$ cat src/rtl/mul_step_pkg.sv
package mul_step_pkg;
  typedef struct packed {
    logic n;
    logic z;
    logic v;
    logic c;
  } flags_t;
endpackage

$ cat src/rtl/mul_step_core.sv
module mul_step_core
  import mul_step_pkg::*;
#(
  parameter int WIDTH = 32
) (
  input  logic [WIDTH-1:0] acc_i,
  input  logic [WIDTH-1:0] y_i,
  input  flags_t           flags_i,
  input  logic [WIDTH-1:0] mcand_i,
  input  logic             zero_add_i,
  output logic [WIDTH-1:0] acc_o,
  output logic [WIDTH-1:0] y_o,
  output flags_t           flags_o
);
  logic             y_lsb;
  logic [WIDTH-1:0] shifted, addend;
  logic [WIDTH:0]   sum;

  always_comb begin
    y_lsb   = y_i[0];
    y_o     = {acc_i[0], y_i[WIDTH-1:1]};
    shifted = {flags_i.n ^ flags_i.v, acc_i[WIDTH-1:1]};
    addend  = (y_lsb && !zero_add_i) ? mcand_i : '0;
    sum     = {1'b0, shifted} + {1'b0, addend};
    acc_o   = sum[WIDTH-1:0];
    flags_o.n = sum[WIDTH-1];
    flags_o.z = (sum[WIDTH-1:0] == '0);
    flags_o.v = (shifted[WIDTH-1] == addend[WIDTH-1]) &&
                (sum[WIDTH-1] != shifted[WIDTH-1]);
    flags_o.c = sum[WIDTH];
  end
endmodule

$ cat src/rtl/mul_step_ctrl.sv
module mul_step_ctrl #(
  parameter int STEPS = 32
) (
  input  logic clk_i,
  input  logic rst_ni,
  input  logic start_i,
  input  logic step_i,
  output logic load_o,
  output logic run_o,
  output logic single_o,
  output logic zero_add_o,
  output logic busy_o,
  output logic done_o
);
  localparam int CNT_W = $clog2(STEPS + 1);
  localparam logic [CNT_W-1:0] LAST = CNT_W'(STEPS);

  logic [CNT_W-1:0] cnt_q;
  logic             busy_q, done_q;

  assign load_o     = !busy_q && start_i;
  assign single_o   = !busy_q && !start_i && step_i;
  assign run_o      = busy_q;
  assign zero_add_o = busy_q && (cnt_q == LAST);

  always_ff @(posedge clk_i or negedge rst_ni) begin
    if (!rst_ni) begin
      cnt_q  <= '0;
      busy_q <= 1'b0;
      done_q <= 1'b0;
    end else begin
      done_q <= 1'b0;
      if (load_o) begin
        busy_q <= 1'b1;
        cnt_q  <= '0;
      end else if (busy_q) begin
        cnt_q <= cnt_q + 1'b1;
        if (cnt_q == LAST) begin
          busy_q <= 1'b0;
          done_q <= 1'b1;
        end
      end else if (single_o) begin
        done_q <= 1'b1;
      end
    end
  end

  assign busy_o = busy_q;
  assign done_o = done_q;
endmodule

$ cat src/rtl/mul_step_unit.sv
module mul_step_unit
  import mul_step_pkg::*;
#(
  parameter int WIDTH = 32
) (
  input  logic             clk_i,
  input  logic             rst_ni,
  input  logic             start_i,
  input  logic             step_i,
  input  logic [WIDTH-1:0] mcand_i,
  input  logic [WIDTH-1:0] acc_i,
  input  logic [WIDTH-1:0] y_i,
  input  logic [3:0]       flags_i,
  output logic [WIDTH-1:0] acc_o,
  output logic [WIDTH-1:0] y_o,
  output logic [3:0]       flags_o,
  output logic             busy_o,
  output logic             done_o
);
  logic [WIDTH-1:0] acc_q, y_q, mc_q;
  flags_t           flg_q;
  logic             load, run, single, zero_add;
  logic [WIDTH-1:0] op_acc, op_y, op_mc, nx_acc, nx_y;
  flags_t           op_flg, nx_flg;

  mul_step_ctrl #(.STEPS(WIDTH)) u_ctrl (
    .clk_i, .rst_ni, .start_i, .step_i,
    .load_o(load), .run_o(run), .single_o(single),
    .zero_add_o(zero_add), .busy_o, .done_o
  );

  // internal state during a run, port operands for a single step
  assign op_acc = run ? acc_q : acc_i;
  assign op_y   = run ? y_q   : y_i;
  assign op_flg = run ? flg_q : flags_t'(flags_i);
  assign op_mc  = run ? mc_q  : mcand_i;

  mul_step_core #(.WIDTH(WIDTH)) u_core (
    .acc_i(op_acc), .y_i(op_y), .flags_i(op_flg), .mcand_i(op_mc),
    .zero_add_i(zero_add),
    .acc_o(nx_acc), .y_o(nx_y), .flags_o(nx_flg)
  );

  always_ff @(posedge clk_i or negedge rst_ni) begin
    if (!rst_ni) begin
      acc_q <= '0;
      y_q   <= '0;
      mc_q  <= '0;
      flg_q <= '0;
    end else if (load) begin
      acc_q <= '0;
      y_q   <= y_i;
      mc_q  <= mcand_i;
      flg_q <= '0;
    end else if (run || single) begin
      acc_q <= nx_acc;
      y_q   <= nx_y;
      flg_q <= nx_flg;
    end
  end

  assign acc_o   = acc_q;
  assign y_o     = y_q;
  assign flags_o = flg_q;
endmodule

$ cat config.mk
export PLATFORM = sky130hd
export DESIGN_NAME = mul_step_unit
export DESIGN_NICKNAME = d
export VERILOG_FILES = /design/src/rtl/mul_step_pkg.sv /design/src/rtl/mul_step_core.sv /design/src/rtl/mul_step_ctrl.sv /design/src/rtl/mul_step_unit.sv
export SDC_FILE = /design/constraint.sdc
export NUM_CORES = 1
export LEC_CHECK = 0
export CAP_MARGIN = 20
export CORE_MARGIN = 1
export CORE_UTILIZATION = 37
export CTS_CLUSTER_DIAMETER = 150
export CTS_CLUSTER_SIZE = 30
export DETAILED_ROUTE_END_ITERATION = 8
export SETUP_SLACK_MARGIN = 0.4
export SLEW_MARGIN = 25
export SYNTH_ARGS = -nofsm -noshare
export SYNTH_HDL_FRONTEND = slang
export SYNTH_HIERARCHICAL = 1
export SYNTH_SLANG_ARGS = --single-unit
$ cat constraint.sdc
create_clock -name clk_i -period 5.2 [get_ports clk_i]
set_input_delay 1.04 -clock clk_i [delete_from_list [all_inputs] [get_ports clk_i]]
set_output_delay 1.04 -clock clk_i [all_outputs]
set_load 0.02 [all_outputs]
==> results of run 1 <==
power by group through the flow:
stage               Clock [uW]  Sequential [uW]  Combinational (uW)
CTS                        751             1580                5900
detailed placement           0             1580                5730
floorplan                    0             1830                3420
finish                     725             1580                5980
global route               778             1640                6580
global placement             0             1580                5720
path summary, 6_finish.rpt:
path                            slack, ns  cells past startpoint       endpoint             from
worst min-delay path                 0.50                      1       mc_q[25]         mc_q[25]
min in group asynchronous            0.62                      1      acc_o[25]           rst_ni
worst max register to register       0.13                     21     flags_o[2]  u_ctrl/cnt_q[0]
worst min register to register       0.50                      1       mc_q[25]         mc_q[25]
max in group asynchronous            3.65                      2  u_ctrl/busy_o           rst_ni
worst max-delay path                 0.11                     16     flags_o[2]         acc_i[2]
routing by layer:
layer / global-route usage, % / vias up / share of wire (%)
met4: 4.14 / 0 / 1.1
met3: 2.31 / 16 / 2.8
met2: 30.6 / 114 / 46
li1: - / 3548 / -
met5: 0 / - / 0
met1: 26.8 / 3379 / 50
area by class of cell:
class / instances / area share, %
multi-input combinational: 630 / 45.6
sequential: 108 / 24.1
timing repair buffer: 284 / 23.1
tap: 285 / 3.18
clock buffer: 10 / 2.13
inverter: 38 / 1.29
clock inverter: 5 / 0.535
state kept, by name, indices dropped and copies added, names as in the netlist:
| name | flops |
|---|---|
| mc_q | 32 |
| acc_o | 32 |
| u_ctrl/busy_o | 1 |
| u_ctrl/cnt_q | 6 |
| y_o | 32 |
| u_ctrl/done_o | 1 |
| flags_o | 4 |
timing repair:
action,in CTS,in global routing
endpoints found under the setup margin,1,1
resized for setup,28,6
buffers inserted,2,6
pin swaps,14,15
metrics by stage:
step / hold slack (ns) / area (sq um)
after floorplan: 0.473 / 8510
after global placement: 0.483 / 10700
after detailed placement: 0.490 / 10700
after CTS: 0.509 / 11100
after global routing: 0.522 / 11200
final: 0.502 / 11200
cell usage in the layout (no fill, tap or decap), types with 5 or more instances in the layout:
cell,n
a211oi_1,5
a21o_1,7
a21oi_1,62
and2_1,33
and3_1,5
buf_4,109
clkbuf_16,9
clkdlybuf4s50_1,166
dfrtp_1,107
ha_1,31
inv_1,37
mux2_2,128
nand2_1,55
nand3_1,7
nand4_1,5
nor2_1,25
nor3_1,7
o21a_1,8
o21ai_0,49
o311ai_1,30
or3b_1,36
or4b_1,32
xnor2_1,16
xor2_1,11
==> results.sh, run 1 <==
export IMPL_synth_nets=1013
export IMPL_fmaxAchievable_mhz=196
export IMPL_fill_cells=2148
export IMPL_dp_hpwl_mm=15.6
export IMPL_instances_no_fill=1360
export IMPL_grt_pass1_vias=7012
export IMPL_clock_power_share_pct=8.8
export IMPL_critPathMaxFanout=4
export IMPL_path_clk_slew_ns=0.07
export IMPL_drt_iter0_drc=295
export IMPL_antenna_found_initial=1
export IMPL_nNetsFinal=1210
export IMPL_diodes=0
export IMPL_cap_viol_max_count=0
export IMPL_cp_required_ns=5.48
export IMPL_leakage_uw=0.00473
export IMPL_power_uw=8280
export IMPL_drc=0
export IMPL_postCtsHoldBufs=0
export IMPL_grt_max_degree=97
export IMPL_layout_setup_ws_ns=0.111
export IMPL_vias_per_cell=5.19
export IMPL_drive_gt1_share_pct=27.2
export IMPL_overflow=0
export IMPL_path_class="input pin to register"
export IMPL_start_util_pct=37.7
export IMPL_combPwrFrac_pct=72.2
export IMPL_gr_usage_all_layers_pct=18.9
export IMPL_die_x_microns=154
export IMPL_utilization_pct=49.7
export IMPL_p_switching_uw=3420
export IMPL_core_region_area_sq_um=22600
export IMPL_finalCritPeriodShare_pct=97.9
export IMPL_hp_class="register to register"
export IMPL_slew_viol_final=0
export IMPL_cts_sinks=108
export IMPL_rsz0062_at_grt="true"
export IMPL_finalHoldViolCount=0
export IMPL_die_area_sq_um=23600
export IMPL_worst_pin_slew_ns=0.822
export IMPL_p_per_area_nw_per_um2=739
export IMPL_avgSynthCellArea_sq_um=9.73
export IMPL_end_kind="register"
export IMPL_clock_latency_ns=0.36
export IMPL_cts_buffers_inserted=9
export IMPL_multiInputGateArea_sq_um=5120
export IMPL_die_y_microns=154
export IMPL_finalSetupTns_ns=0
export IMPL_cp_start_kind="input pin"
export IMPL_period_needed_ns=5.09
export IMPL_cp_top_family="simple AND/OR/NAND/NOR gates"
export IMPL_netlist_area_sq_um=8500
export IMPL_cts_root_buf="clkbuf_16"
export IMPL_internal_power_uw=4860
export IMPL_worstPathCellList="clkdlybuf4s50_1 -> mux2_2 -> fa_2 -> buf_6 -> a211oi_4 -> buf_4 -> o211ai_4 -> a2111oi_4 -> o31ai_2 -> xor2_1 -> or4_4 -> or4_1 -> or4b_4 -> nor4_2 -> o21ai_1 -> a21oi_1"
export IMPL_h_tree_depth=3
export IMPL_cts_buffer_depth=2
export IMPL_vias=7057
export IMPL_cp_slowest_cell="or4b_4"
export IMPL_cts_tree="done"
export IMPL_slew_headroom_pct=45.2
export IMPL_crit_buf_inv=3
export IMPL_dp_slack_ns=-0.571
export IMPL_dr_pass1_iters=5
export IMPL_yosysWarnings=6
export IMPL_vdd_ir_drop_worst_uv=356
export IMPL_arrival_ns=5.37
export IMPL_slowest_delay_ns=0.52
export IMPL_wl_mm=22.1
export IMPL_boundaryPins=174
export IMPL_setup_viol=0
export IMPL_fin_skew_ns=0.0115
export IMPL_avgRoutedWirePerCell_microns=16.2
export IMPL_gp_congestion=0.850
export IMPL_grt_first_pass_wirelength_mm=36.2
export IMPL_area_delta_synth_final_pct=31.9
export IMPL_ff_latch_area_sq_um=2710
export IMPL_dp_cells=1337
export IMPL_pwr_share_seq_pct=19.0
export IMPL_rows=55
export IMPL_ant_nets=0
export IMPL_numPortBuffers=171
export IMPL_status="finished, final reports clean"
export IMPL_netlist_instances=874
export IMPL_p_sw_share_pct=41.3
(Power assumes the default switching activity.)
==> run 2, diff against run 1 <==
--- a/config.mk
+++ b/config.mk
@@ -6,11 +6,13 @@
 export NUM_CORES = 1
 export LEC_CHECK = 0
 export CAP_MARGIN = 20
+export CORE_ASPECT_RATIO = 0.7
 export CORE_MARGIN = 1
 export CORE_UTILIZATION = 37
 export CTS_CLUSTER_DIAMETER = 150
 export CTS_CLUSTER_SIZE = 30
 export DETAILED_ROUTE_END_ITERATION = 8
+export GPL_TIMING_DRIVEN = 0
 export SETUP_SLACK_MARGIN = 0.4
 export SLEW_MARGIN = 25
 export SYNTH_ARGS = -nofsm -noshare
==> results.sh, run 2 (same netlist as run 1, synthesis figures left out) <==
export IMPL_cts_sinks=108
export IMPL_cts_tree="done"
export IMPL_nNetsFinal=1211
export IMPL_gp_congestion=0.892
export IMPL_violations="setup timing"
export IMPL_avgRoutedWirePerCell_microns=18.6
export IMPL_worst_pin_slew_ns=0.642
export IMPL_crit_path_end="flags_o[2]"
export IMPL_leakage_uw=0.00469
export IMPL_arrival_ns=5.59
export IMPL_cts_buffer_depth=2
export IMPL_status="complete, but fails checks"
export IMPL_grt_pass1_vias=7067
export IMPL_setup_viol=1
export IMPL_p_per_area_nw_per_um2=706
export IMPL_overflow=0
export IMPL_setup_worst_path_start="u_ctrl/busy_o"
export IMPL_numPortBuffers=171
export IMPL_met2_wirelength_mm=9.98
export IMPL_path_class="register to register"
export IMPL_finalCritPeriodShare_pct=102
export IMPL_finalHoldViolCount=0
export IMPL_period_needed_ns=5.30
export IMPL_final_cell_mix="clkdlybuf4s50_1 (169), mux2_2 (130), dfrtp_1 (107)"
export IMPL_rsz0062_at_grt="true"
export IMPL_core_region_area_sq_um=22100
export IMPL_worstPathCellList="buf_6 -> buf_8 -> buf_12 -> buf_12 -> mux2_4 -> nor2b_4 -> clkbuf_8 -> and2_4 -> ha_4 -> fa_2 -> a211oi_4 -> buf_4 -> o21ai_2 -> xor2_1 -> or4_1 -> or3_1 -> or4_4 -> nor4b_4 -> or4b_4 -> nor4_2 -> o21ai_1 -> a21oi_1"
export IMPL_power_uw=7930
export IMPL_rows=45
export IMPL_antenna_found_initial=1
export IMPL_start_util_pct=38.4
export IMPL_cap_viol_max_count=0
export IMPL_postCtsHoldBufs=0
export IMPL_cp_slowest_cell="or4_1"
export IMPL_cp_top_family="simple AND/OR/NAND/NOR gates"
export IMPL_gr_usage_all_layers_pct=22.0
export IMPL_cp_start_kind="register"
export IMPL_r2r_end="flags_o[2]"
export IMPL_top_layer_used="met4"
export IMPL_wl_met3_mm=1.52
export IMPL_layout_setup_ws_ns=-0.101
export IMPL_cp_required_ns=5.49
export IMPL_vias=7420
export IMPL_dr_pass1_iters=6
export IMPL_fmaxAchievable_mhz=189
export IMPL_clock_latency_ns=0.36
export IMPL_dp_hpwl_mm=19.4
export IMPL_die_y_microns=129
export IMPL_vias_per_cell=5.36
export IMPL_ant_nets=0
export IMPL_end_kind="register"
export IMPL_path_clk_slew_ns=0.08
export IMPL_r2r_cells=22
export IMPL_grt_first_pass_wirelength_mm=40.3
export IMPL_vdd_ir_drop_worst_uv=309
export IMPL_grt_max_degree=67
export IMPL_h_tree_depth=3
export IMPL_worstSetupPathDepth=22
export IMPL_r2r_start="u_ctrl/busy_o"
export IMPL_drive_gt1_share_pct=25.8
export IMPL_drc=0
export IMPL_slowest_delay_ns=0.53
export IMPL_cts_buffers_inserted=9
export IMPL_cts_root_buf="clkbuf_16"
export IMPL_die_x_microns=183
export IMPL_die_area_sq_um=23600
export IMPL_slew_viol_final=0
export IMPL_drt_met1_wl_mm=13.9
export IMPL_fin_skew_ns=0.0100
export IMPL_critPathMaxFanout=4
export IMPL_hp_class="register to register"
export IMPL_fill_cells=2108
export IMPL_boundaryPins=174
export IMPL_wl_mm=25.7
export IMPL_reg2reg_setup_slack_ns=-0.10
export IMPL_slew_headroom_pct=57.2
export IMPL_finalSetupTns_ns=-0.101
export IMPL_drt_iter0_drc=579
export IMPL_cpMostUsedCell="buf_12"
export IMPL_layout_commonest_cell="clkdlybuf4s50_1"
export IMPL_crit_buf_inv=6
export IMPL_area_delta_synth_final_pct=32.2
## run 2: cell count changes in the layout (fill, tap and decap cells not counted), sizes merged
cell / previous run / this run
clkdlybuf4s50: 166 / 169
dlygate4sd2: 2 / 0
diode: 0 / 2
clkbuf: 10 / 36
clkinvlp: 1 / 0
buf: 115 / 90
clkinv: 1 / 2
## run 2: how the worst min path moves through the flow
stage	endpoint	cells after the start	startpoint
final	mc_q[24]	1	mc_q[24]
after global routing	mc_q[26]	1	mc_q[26]
after CTS	mc_q[4]	1	mc_q[4]
after detailed placement	mc_q[26]	1	mc_q[26]
after global placement	mc_q[29]	1	mc_q[29]
after floorplan	u_ctrl/cnt_q[5]	1	u_ctrl/cnt_q[5]
## run 2: worst reg2reg max path: stages (launching register included)
cell      delay (ns)
dfrtp_2         0.41
buf_6           0.13
buf_8           0.12
buf_12          0.11
buf_12          0.11
mux2_4          0.28
nor2b_4         0.15
clkbuf_8        0.15
and2_4          0.13
ha_4            0.16
fa_2            0.36
a211oi_4        0.23
buf_4           0.15
o21ai_2         0.05
xor2_1          0.16
or4_1           0.53
or3_1           0.31
or4_4           0.52
nor4b_4         0.22
or4b_4          0.48
nor4_2          0.21
o21ai_1         0.09
a21oi_1         0.15
## run 2: area by class of cell
type                       instances  area (sq um)  area share (%)
sequential                       108          2700            24.1
clock inverter                     5          67.6           0.601
multi-input combinational        630          5120            45.5
inverter                          38           143            1.27
timing repair buffer             187          1850            16.5
clock buffer                      11           253            2.25
tap                              305           382            3.40
buffer                            98           713            6.35
antenna                            2          5.00          0.0445
## run 2: where the power goes
part	switching (uW)	internal (uW)	total [uW]
Clock	344	408	752
Combinational	2840	2730	5580
Sequential	310	1300	1610
Total	3500	4440	7930
## run 2: timing repair
item	in CTS	in global routing
gates resized for setup	25	25
endpoints found under the hold margin	0	0
buffers inserted	11	4
pin swaps	12	12
endpoints found under the setup margin	9	4
## run 2: routing by layer
metal,GRT usage (%),up-vias
li1,-,3567
met1,35.9,3600
met2,29.4,234
met3,3.93,19
met4,4.17,0
met5,0,-
## run 2: metrics by stage
stage	hold slack, ns	cell area, sq um	utilization, %	setup WS, ns	cells
finish	0.504	11200	50.8	-0.101	1384
global route	0.521	11200	50.8	-0.289	1382
CTS	0.508	11100	50.2	-0.216	1378
detailed placement	0.490	10600	48.0	-1.05	1351
global placement	0.483	10600	47.9	-1.86	1350
floorplan	0.473	8510	-	-0.0205	874
